`src/rtl/eiq_pkg.sv`:
```
package eiq_pkg;

  typedef enum logic [2:0] {
    S_IDLE,
    S_BLANK,
    S_ARM,
    S_MEAS,
    S_DONE
  } eiq_state_t;

  typedef enum logic [1:0] {
    V_SHORT,
    V_OK,
    V_LONG
  } eiq_verdict_t;

  // Number of consecutive good intervals needed for a given select code.
  function automatic logic [3:0] bits_target(input logic [1:0] sel);
    case (sel)
      2'b00:   return 4'd3;
      2'b01:   return 4'd6;
      default: return 4'd9;
    endcase
  endfunction

  // Judge an interval count against the two window bounds.
  function automatic eiq_verdict_t judge(input logic [7:0] cnt,
                                         input logic [7:0] lo,
                                         input logic [7:0] hi);
    if (cnt >= hi)     return V_LONG;
    else if (cnt < lo) return V_SHORT;
    else               return V_OK;
  endfunction

endpackage

```
`src/rtl/eiq_edge_sync.sv`:
```
module eiq_edge_sync (
  input  logic clk,
  input  logic rst_n,
  input  logic din,
  output logic edge_pulse
);
  logic [2:0] sh;

  always_ff @(posedge clk) begin
    if (!rst_n) sh <= '0;
    else        sh <= {sh[1:0], din};
  end

  // sh[1] is the synchronized value, sh[2] its previous sample
  assign edge_pulse = sh[1] ^ sh[2];
endmodule

```
`src/rtl/eiq_tick_counter.sv`:
```
module eiq_tick_counter #(
  parameter int W = 6
) (
  input  logic         clk,
  input  logic         rst_n,
  input  logic         clr,
  input  logic         inc,
  output logic [W-1:0] count
);
  localparam logic [W-1:0] TOP = '1;

  always_ff @(posedge clk) begin
    if (!rst_n)                    count <= '0;
    else if (clr)                  count <= '0;
    else if (inc && count != TOP)  count <= count + 1'b1;
  end
endmodule

```
`src/rtl/edge_interval_qualifier.sv`:
```
module edge_interval_qualifier
  import eiq_pkg::*;
#(
  parameter int LIM_W         = 6,
  parameter int STARTUP_TICKS = 16
) (
  input  logic             clk,
  input  logic             rst_n,
  input  logic             en,
  input  logic             tick,
  input  logic             data_in,
  input  logic [LIM_W-1:0] lim_lo,
  input  logic [LIM_W-1:0] lim_hi,
  input  logic [1:0]       nbits_sel,
  output logic             pass_pulse,
  output logic             fail_pulse,
  output logic             st_startup,
  output logic             st_check,
  output logic             st_done
);
  localparam int SU_W   = $clog2(STARTUP_TICKS + 1);
  localparam int GOOD_W = 4;
  localparam logic [SU_W-1:0] SU_LAST = SU_W'(STARTUP_TICKS - 1);

  eiq_state_t       st, st_n;
  logic [LIM_W-1:0] lo_q, hi_q;
  logic [1:0]       sel_q;

  // named internal events
  logic             data_edge;
  logic             blanking, arming, measuring;
  logic [LIM_W-1:0] ivl_cnt;
  logic [SU_W-1:0]  su_cnt;
  logic [GOOD_W-1:0] good_cnt;
  eiq_verdict_t     verdict;
  logic             too_long, edge_short, edge_good, last_good;
  logic             fail_now, pass_now, blank_end;

  eiq_edge_sync u_sync (
    .clk        (clk),
    .rst_n      (rst_n),
    .din        (data_in),
    .edge_pulse (data_edge)
  );

  assign blanking  = (st == S_BLANK);
  assign arming    = (st == S_ARM);
  assign measuring = (st == S_MEAS);

  eiq_tick_counter #(.W(SU_W)) u_blank_cnt (
    .clk   (clk),
    .rst_n (rst_n),
    .clr   (!blanking),
    .inc   (tick),
    .count (su_cnt)
  );

  eiq_tick_counter #(.W(LIM_W)) u_ivl_cnt (
    .clk   (clk),
    .rst_n (rst_n),
    .clr   (!measuring || data_edge),
    .inc   (tick),
    .count (ivl_cnt)
  );

  eiq_tick_counter #(.W(GOOD_W)) u_good_cnt (
    .clk   (clk),
    .rst_n (rst_n),
    .clr   (!measuring),
    .inc   (edge_good),
    .count (good_cnt)
  );

  assign verdict    = judge(8'(ivl_cnt), 8'(lo_q), 8'(hi_q));
  assign too_long   = measuring && (verdict == V_LONG);
  assign edge_short = measuring && data_edge && (verdict == V_SHORT);
  assign edge_good  = measuring && data_edge && (verdict == V_OK);
  assign last_good  = edge_good && ((good_cnt + 1'b1) == bits_target(sel_q));
  assign fail_now   = en && (too_long || edge_short);
  assign pass_now   = en && last_good;
  assign blank_end  = blanking && tick && (su_cnt == SU_LAST);

  always_comb begin
    st_n = st;
    if (!en) st_n = S_IDLE;
    else begin
      case (st)
        S_IDLE:  st_n = S_BLANK;
        S_BLANK: if (blank_end) st_n = S_ARM;
        S_ARM:   if (data_edge) st_n = S_MEAS;
        S_MEAS:  if (fail_now || pass_now) st_n = S_DONE;
        default: st_n = st;
      endcase
    end
  end

  always_ff @(posedge clk) begin
    if (!rst_n) begin
      st         <= S_IDLE;
      lo_q       <= '0;
      hi_q       <= '0;
      sel_q      <= '0;
      pass_pulse <= 1'b0;
      fail_pulse <= 1'b0;
    end else begin
      st         <= st_n;
      pass_pulse <= pass_now;
      fail_pulse <= fail_now;
      if (st == S_IDLE && en) begin
        lo_q  <= lim_lo;
        hi_q  <= lim_hi;
        sel_q <= nbits_sel;
      end
    end
  end

  assign st_startup = blanking;
  assign st_check   = arming || measuring;
  assign st_done    = (st == S_DONE);
endmodule

```
`config.mk`:
```
export PLATFORM = sky130hd
export DESIGN_NAME = edge_interval_qualifier
export DESIGN_NICKNAME = d
export VERILOG_FILES = /design/src/rtl/eiq_pkg.sv /design/src/rtl/eiq_edge_sync.sv /design/src/rtl/eiq_tick_counter.sv /design/src/rtl/edge_interval_qualifier.sv
export SDC_FILE = /design/constraint.sdc
export NUM_CORES = 1
export LEC_CHECK = 0
export BUFFER_PORTS_ARGS = -buffer_cell sky130_fd_sc_hd__clkbuf_2
export CORE_ASPECT_RATIO = 0.9
export CORE_MARGIN = 1
export CORE_UTILIZATION = 53
export CTS_CLUSTER_SIZE = 40
export DETAILED_ROUTE_END_ITERATION = 6
export PLACE_DENSITY = 0.82
export SETUP_SLACK_MARGIN = 0.4
export SYNTH_ARGS = -nofsm -noshare
export SYNTH_HDL_FRONTEND = slang
export SYNTH_SLANG_ARGS = --single-unit
```
`constraint.sdc`:
```
create_clock -name clk -period 4.3 [get_ports clk]
set_input_delay 0.43 -clock clk [delete_from_list [all_inputs] [get_ports clk]]
set_output_delay 0.43 -clock clk [all_outputs]
set_load 0.1 [all_outputs]
```
Word-level counts from Yosys, hierarchy flattened
Cells that the tools add are included.
{"block": "op_classes", "n_addsub": 3, "n_mul": 0, "div_mod_pow": 0, "n_lt_le_gt_ge": 2, "eq_ne": 15, "shift": 0, "mux": 7, "n_bitwise": 2, "reduce_logical": 27}
{"cell": "logical AND 1 bit", "count": 13}
{"cell": "case mux 3 bit (4 select lines)", "count": 1}
{"cell": "2-to-1 mux 3 bit", "count": 3}
{"cell": "case mux 4 bit (2 select lines)", "count": 1}
{"cell": "adder 6 x 1 -> 6 bit, second input constant", "count": 1}
{"cell": "== test 3 x 2 -> 1 bit, second input constant", "count": 2}
{"cell": "greater-or-equal comparator 6 bit", "count": 1}
{"cell": "< comparator 6 bit", "count": 1}
{"cell": "!= test 6 bit, second input constant", "count": 1}
{"cell": "AND reduction 2 bit", "count": 3}
{"cell": "adder 5 x 1 -> 5 bit, second input constant", "count": 1}
{"cell": "== test 5 x 4 -> 1 bit, second input constant", "count": 1}
{"cell": "!= test 5 bit, second input constant", "count": 1}
{"cell": "adder 4 x 1 -> 4 bit, second input constant", "count": 1}
{"cell": "== test 2 x 1 -> 1 bit, second input constant", "count": 2}
{"cell": "== test 4 bit", "count": 1}
{"cell": "logical NOT 2 bit", "count": 2}
{"cell": "logical OR 1 bit", "count": 4}
{"cell": "!= test 2 x 1 -> 1 bit, second input constant", "count": 2}
{"cell": "!= test 4 bit, second input constant", "count": 1}
{"cell": "AND reduction 4 bit", "count": 1}
{"cell": "nonzero test 4 bit", "count": 1}
{"cell": "== test 3 x 1 -> 1 bit, second input constant", "count": 1}
{"cell": "== test 3 bit, second input constant", "count": 1}
{"cell": "other kinds (9)", "count": 9}
{"block": "word_totals", "reg_bits": 37, "latchBits": 0, "mem_bits_rw": 0, "mem_bits_ro": 0, "inputBits": 19, "out_inout_bits": 5, "word_cells": 66, "memories": 0}

Longest topological paths before layout
{"block": "depth", "ltp_word": 10, "mapped_depth": 10, "ltp_nobuf": 10}

Hierarchy
Synthesis repeated with hierarchy kept, for this count alone.
{"block": "unflattened", "cells_unflattened": 241, "hier_area_um2": 2048.2}
{"module": "edge_interval_qualifier", "n_inst": 1, "cells_per_inst": 152, "area_per_inst_um2": 1211.2, "seq_area_each_um2": 380.4}
{"module": "eiq_tick_counter at u_ivl_cnt", "n_inst": 1, "cells_per_inst": 35, "area_per_inst_um2": 317.8, "seq_area_each_um2": 120.1}
{"module": "eiq_tick_counter at u_blank_cnt", "n_inst": 1, "cells_per_inst": 26, "area_per_inst_um2": 239.0, "seq_area_each_um2": 100.1}
{"module": "eiq_tick_counter at u_good_cnt", "n_inst": 1, "cells_per_inst": 21, "area_per_inst_um2": 191.4, "seq_area_each_um2": 80.1}
{"module": "eiq_edge_sync", "n_inst": 1, "cells_per_inst": 7, "area_per_inst_um2": 88.8, "seq_area_each_um2": 60.1}

Worst setup path after synthesis
No wires, ideal clock.
{"block": "synth_path", "kind": "register to output", "start": "reg st[0]", "end": "out st_done", "arrival_time_ns": 2.634, "required_time_ns": 3.870, "slack_ns": 1.236, "path_stages_with_launch": 3, "n_path_buf": 1, "cell_sequence": "dfxtp_1 -> clkbuf_1 -> nor3_1"}
{"block": "synth_via", "elab_chain_cells": 1}
{"item": "start, declared", "line": "edge_interval_qualifier.sv:25", "rtl": "eiq_state_t st, st_n;"}
{"item": "start signal, assigned", "line": "edge_interval_qualifier.sv:106", "rtl": "st <= st_n;"}
{"item": "== test 3 bit", "line": "edge_interval_qualifier.sv:119", "rtl": "assign st_done = (st == S_DONE);"}
{"item": "end, declared", "line": "edge_interval_qualifier.sv:19", "rtl": "output logic st_done"}
No other way between the ends.

Worst setup path in the final report
{"block": "layout_path", "start": "reg u_good_cnt.count[0]", "end": "reg st[1]"}
{"block": "layout_via", "elab_chain_cells": 7}
{"item": "start, declared", "line": "eiq_tick_counter.sv:8", "rtl": "output logic [W-1:0] count"}
{"item": "start signal, assigned", "line": "eiq_tick_counter.sv:15", "rtl": "else if (inc && count != TOP) count <= count + 1'b1;"}
{"item": "adder 4 x 1 -> 4 bit", "line": "edge_interval_qualifier.sv:78", "rtl": "assign last_good = edge_good && ((good_cnt + 1'b1) == bits_target(sel_q));"}
{"item": "== test 4 bit", "line": "edge_interval_qualifier.sv:78"}
{"item": "logical AND 1 bit", "line": "edge_interval_qualifier.sv:78"}
{"item": "logical AND 1 bit", "line": "edge_interval_qualifier.sv:80", "rtl": "assign pass_now = en && last_good;"}
{"item": "logical OR 1 bit", "line": "edge_interval_qualifier.sv:91", "rtl": "S_MEAS: if (fail_now || pass_now) st_n = S_DONE;"}
{"item": "!= test 2 x 1 -> 1 bit (no line)"}
{"item": "AND reduction 4 bit (no line)"}
No other way between the ends.
A chain may end at the register's enable or synchronous reset.

==> impl_metrics.toml <==
[power]
pwr-share-clk_pct = 43.6
p_comb_share_pct = 11.7
p_int_w = 0.000622
switchingPower_w = 0.000194
power.density_mw_per_mm2 = 364
total_power_w = 0.000816
power_switching_share_pct = 23.8
power_frac_seq_pct = 44.8
p_leak_nw = 0.920
max-vdd-ir-drop_mv = 0.248

[synthesis]
seq_area_frac_synth_pct = 37.9
synth_top_area_share_pct = 37.9
synth_fa_ha_area_share_pct = 10.2
synth_edf_count = 0
synth_top_family_by_area = "simple AND/OR/NAND/NOR gates"
synthSimpleGateAreaFrac_pct = 23.0
synth-seq-cells = 37
muxShareOfSynthArea_pct = 2.05
yosys_warnings = 0
ys_types = 45
netlist.top_cell.by_area = "dfxtp_1"
synth.cell_area_mm2 = 0.00196
synth_nets = 260
synthFlopType = "dfxtp_1"
syn_area_per_cell_um2 = 8.69
synth_area_leaders = "dfxtp_1, ha_1, nand2_1, a21boi_1, xor2_1"
synthCells = 225
async_reset_ff_share_pct = 0
synth-compound-area-share_pct = 17.4
synth_xor_area_share_pct = 5.37

[run]
cap_violations = 0

[clock_network]
clkSinkCount = 37
cts_setup_buffers = 0
numCtsBuffers = 5
clkLatencyLatePin_ns = 0.29
clockBufferDepth = 2
cts_resized = 0
cts.clk_slew.worst_paths_ns = 0.08
cts_root_buf = "clkbuf_8"
htreeDepth = 2
hold_buffers = 0
cts_tree = "built"

[global_route]
grtUsageMet2_pct = 34.3
grt_use_met1_pct = 24.5
grt_max_degree = 24
antenna_found_initial = 0
grt_pass1_wl_mm = 6.11
first_global_vias = 1459
grt_overflow = 0
globalRouteTotalUtil_pct = 20.9
busiest_layer = "met2"
grt_util_met3_pct = 8.08

[finish]
final_cell_mix = "nand2_1, dfxtp_1, clkbuf_2, nor2_1, ha_1"
utilization_pct = 64.9
multi_input_comb_area_mm2 = 0.00114
final_cells = 294
regArea_um2 = 741
syn_to_final_growth_pct = 14.6
nets = 284
final_common_cell = "nand2_1"
antenna_cells = 0
nFillCells = 296
layout-drive-gt1-share_pct = 16.0

[detailed_routing]
wire_per_inst_um = 12.3
drc = 0
via_count = 1576
ant_nets = 0
drt-total-wl_mm = 3.60
drtPass1Iterations = 4
drt-initial-drc-count = 53
viasPerCell = 5.36

[placement]
io_buffers = 23
placed_cells = 286
gp_congestion = 0.803
dp_hpwl_mm = 2.65

[sta]
min_period_ns = 2.39
fmax_mhz = 419
tns_ns = 0
grt_setup_unrepaired = "no"
finalSetupViolations = 0
tightest_slew_ns = 0.565
min_period_over_period_pct = 55.5
final_max_slew_viol_count = 0
maxSlewHeadroom_pct = 62.0
hold_viol_final = 0
holdWs_ns = 0.354
fin_worst_skew_ns = 0.00470

[worst_setup_path]
timing_worst_setup_path_type = "reg -> reg"
endpoint_kind = "flip-flop"
worstPathRequired_ns = 4.48
cp_max_fo = 7
arrival_ns = 2.57
startpoint_type = "flip-flop"

[floorplan]
die_w_um = 66.0
initial_core_util_pct = 56.6
pin_count = 24
fp.coreArea_mm2 = 0.00345
die-area_mm2 = 0.00394
die_y_um = 59.6
rows = 20

[status]
status = "completed"

[worst_hold_path]
hp-class = "in -> reg"
final timing paths:
| path | to | cells past startpoint | startpoint | slack [ns] |
|---|---|---|---|---|
| setup reg to reg | st[1]$_SDFFE_PN0P_ | 8 | u_good_cnt.count[0]$_SDFFE_PN0P_ | 1.91 |
| hold reg to reg | u_sync.sh[1]$_SDFF_PN0_ | 1 | u_sync.sh[0]$_SDFF_PN0_ | 0.44 |
| setup / recovery | st[1]$_SDFFE_PN0P_ | 8 | u_good_cnt.count[0]$_SDFFE_PN0P_ | 1.91 |
| hold / removal | sel_q[0]$_SDFFE_PN0P_ | 3 | nbits_sel[0] | 0.35 |
metal layers:
| layer | vias up | share of wire (%) |
|---|---|---|
| li1 | 826 | - |
| met1 | 714 | 48 |
| met2 | 29 | 46 |
| met3 | 7 | 4.2 |
| met4 | 0 | 1.9 |
| met5 | - | 0 |
area by class of cell:
| class | instances | share of cell area (%) |
|---|---|---|
| well taps | 44 | 2.46 |
| multi-input cells | 167 | 50.7 |
| clock buffers | 5 | 3.07 |
| repair buffers | 24 | 5.47 |
| inverters | 14 | 2.35 |
| flip-flops and latches | 37 | 33.1 |
| clock inverters | 3 | 2.90 |
flip-flops by register name (all words and copies together) (netlist names):
signal             count
st                     3
pass_pulse             1
u_sync.sh              3
u_ivl_cnt.count        6
u_blank_cnt.count      5
u_good_cnt.count       4
fail_pulse             1
hi_q                   6
sel_q                  2
lo_q                   6
power by group through the flow:
stage	Clock, W	Sequential [W]	Combinational [W]
4_1_cts	0.000361	0.000365	0.0000960
2_1_floorplan	0	0.000369	0.0000740
6_report	0.000355	0.000365	0.0000953
3_5_place_dp	0	0.000373	0.0000954
5_1_grt	0.000375	0.000367	0.000106
3_3_place_gp	0	0.000373	0.0000934
through the flow:
stage	setup slack [ns]	area, µm²
final	1.91	2240
after global routing	1.81	2240
after global placement	2.03	2110
after detailed placement	1.94	2110
after CTS	1.93	2240
after floorplan	1.24	1960
Yosys cell counts, types with 4 or more instances:
| cell type | number |
|---|---|
| a21boi_0 | 4 |
| a21boi_1 | 10 |
| a21oi_1 | 6 |
| and2_1 | 4 |
| clkbuf_1 | 7 |
| dfxtp_1 | 37 |
| ha_1 | 16 |
| inv_1 | 14 |
| mux2i_1 | 4 |
| nand2_1 | 39 |
| nand2b_1 | 4 |
| nand3_1 | 6 |
| nand4_1 | 6 |
| nor2_1 | 18 |
| xnor2_1 | 4 |
| xor2_1 | 8 |
logic make-up after synthesis:
family,Yosys count
AO/OA/AOI/OAI,43
XOR/XNOR,12
adder cells (fa/ha/maj),16
buffers and inverters,21
flip-flops,37
multiplexers,4
AND/OR/NAND/NOR,92
critical path, cell delays in order (launching register included):
cell      delay, ns
dfxtp_1        0.38
ha_1           0.34
or4b_4         0.47
a211oi_2       0.26
o221ai_1       0.18
o32ai_2        0.29
a21oi_2        0.09
a41oi_2        0.19
o21ai_1        0.08
Power figures use the tool's default switching activity.
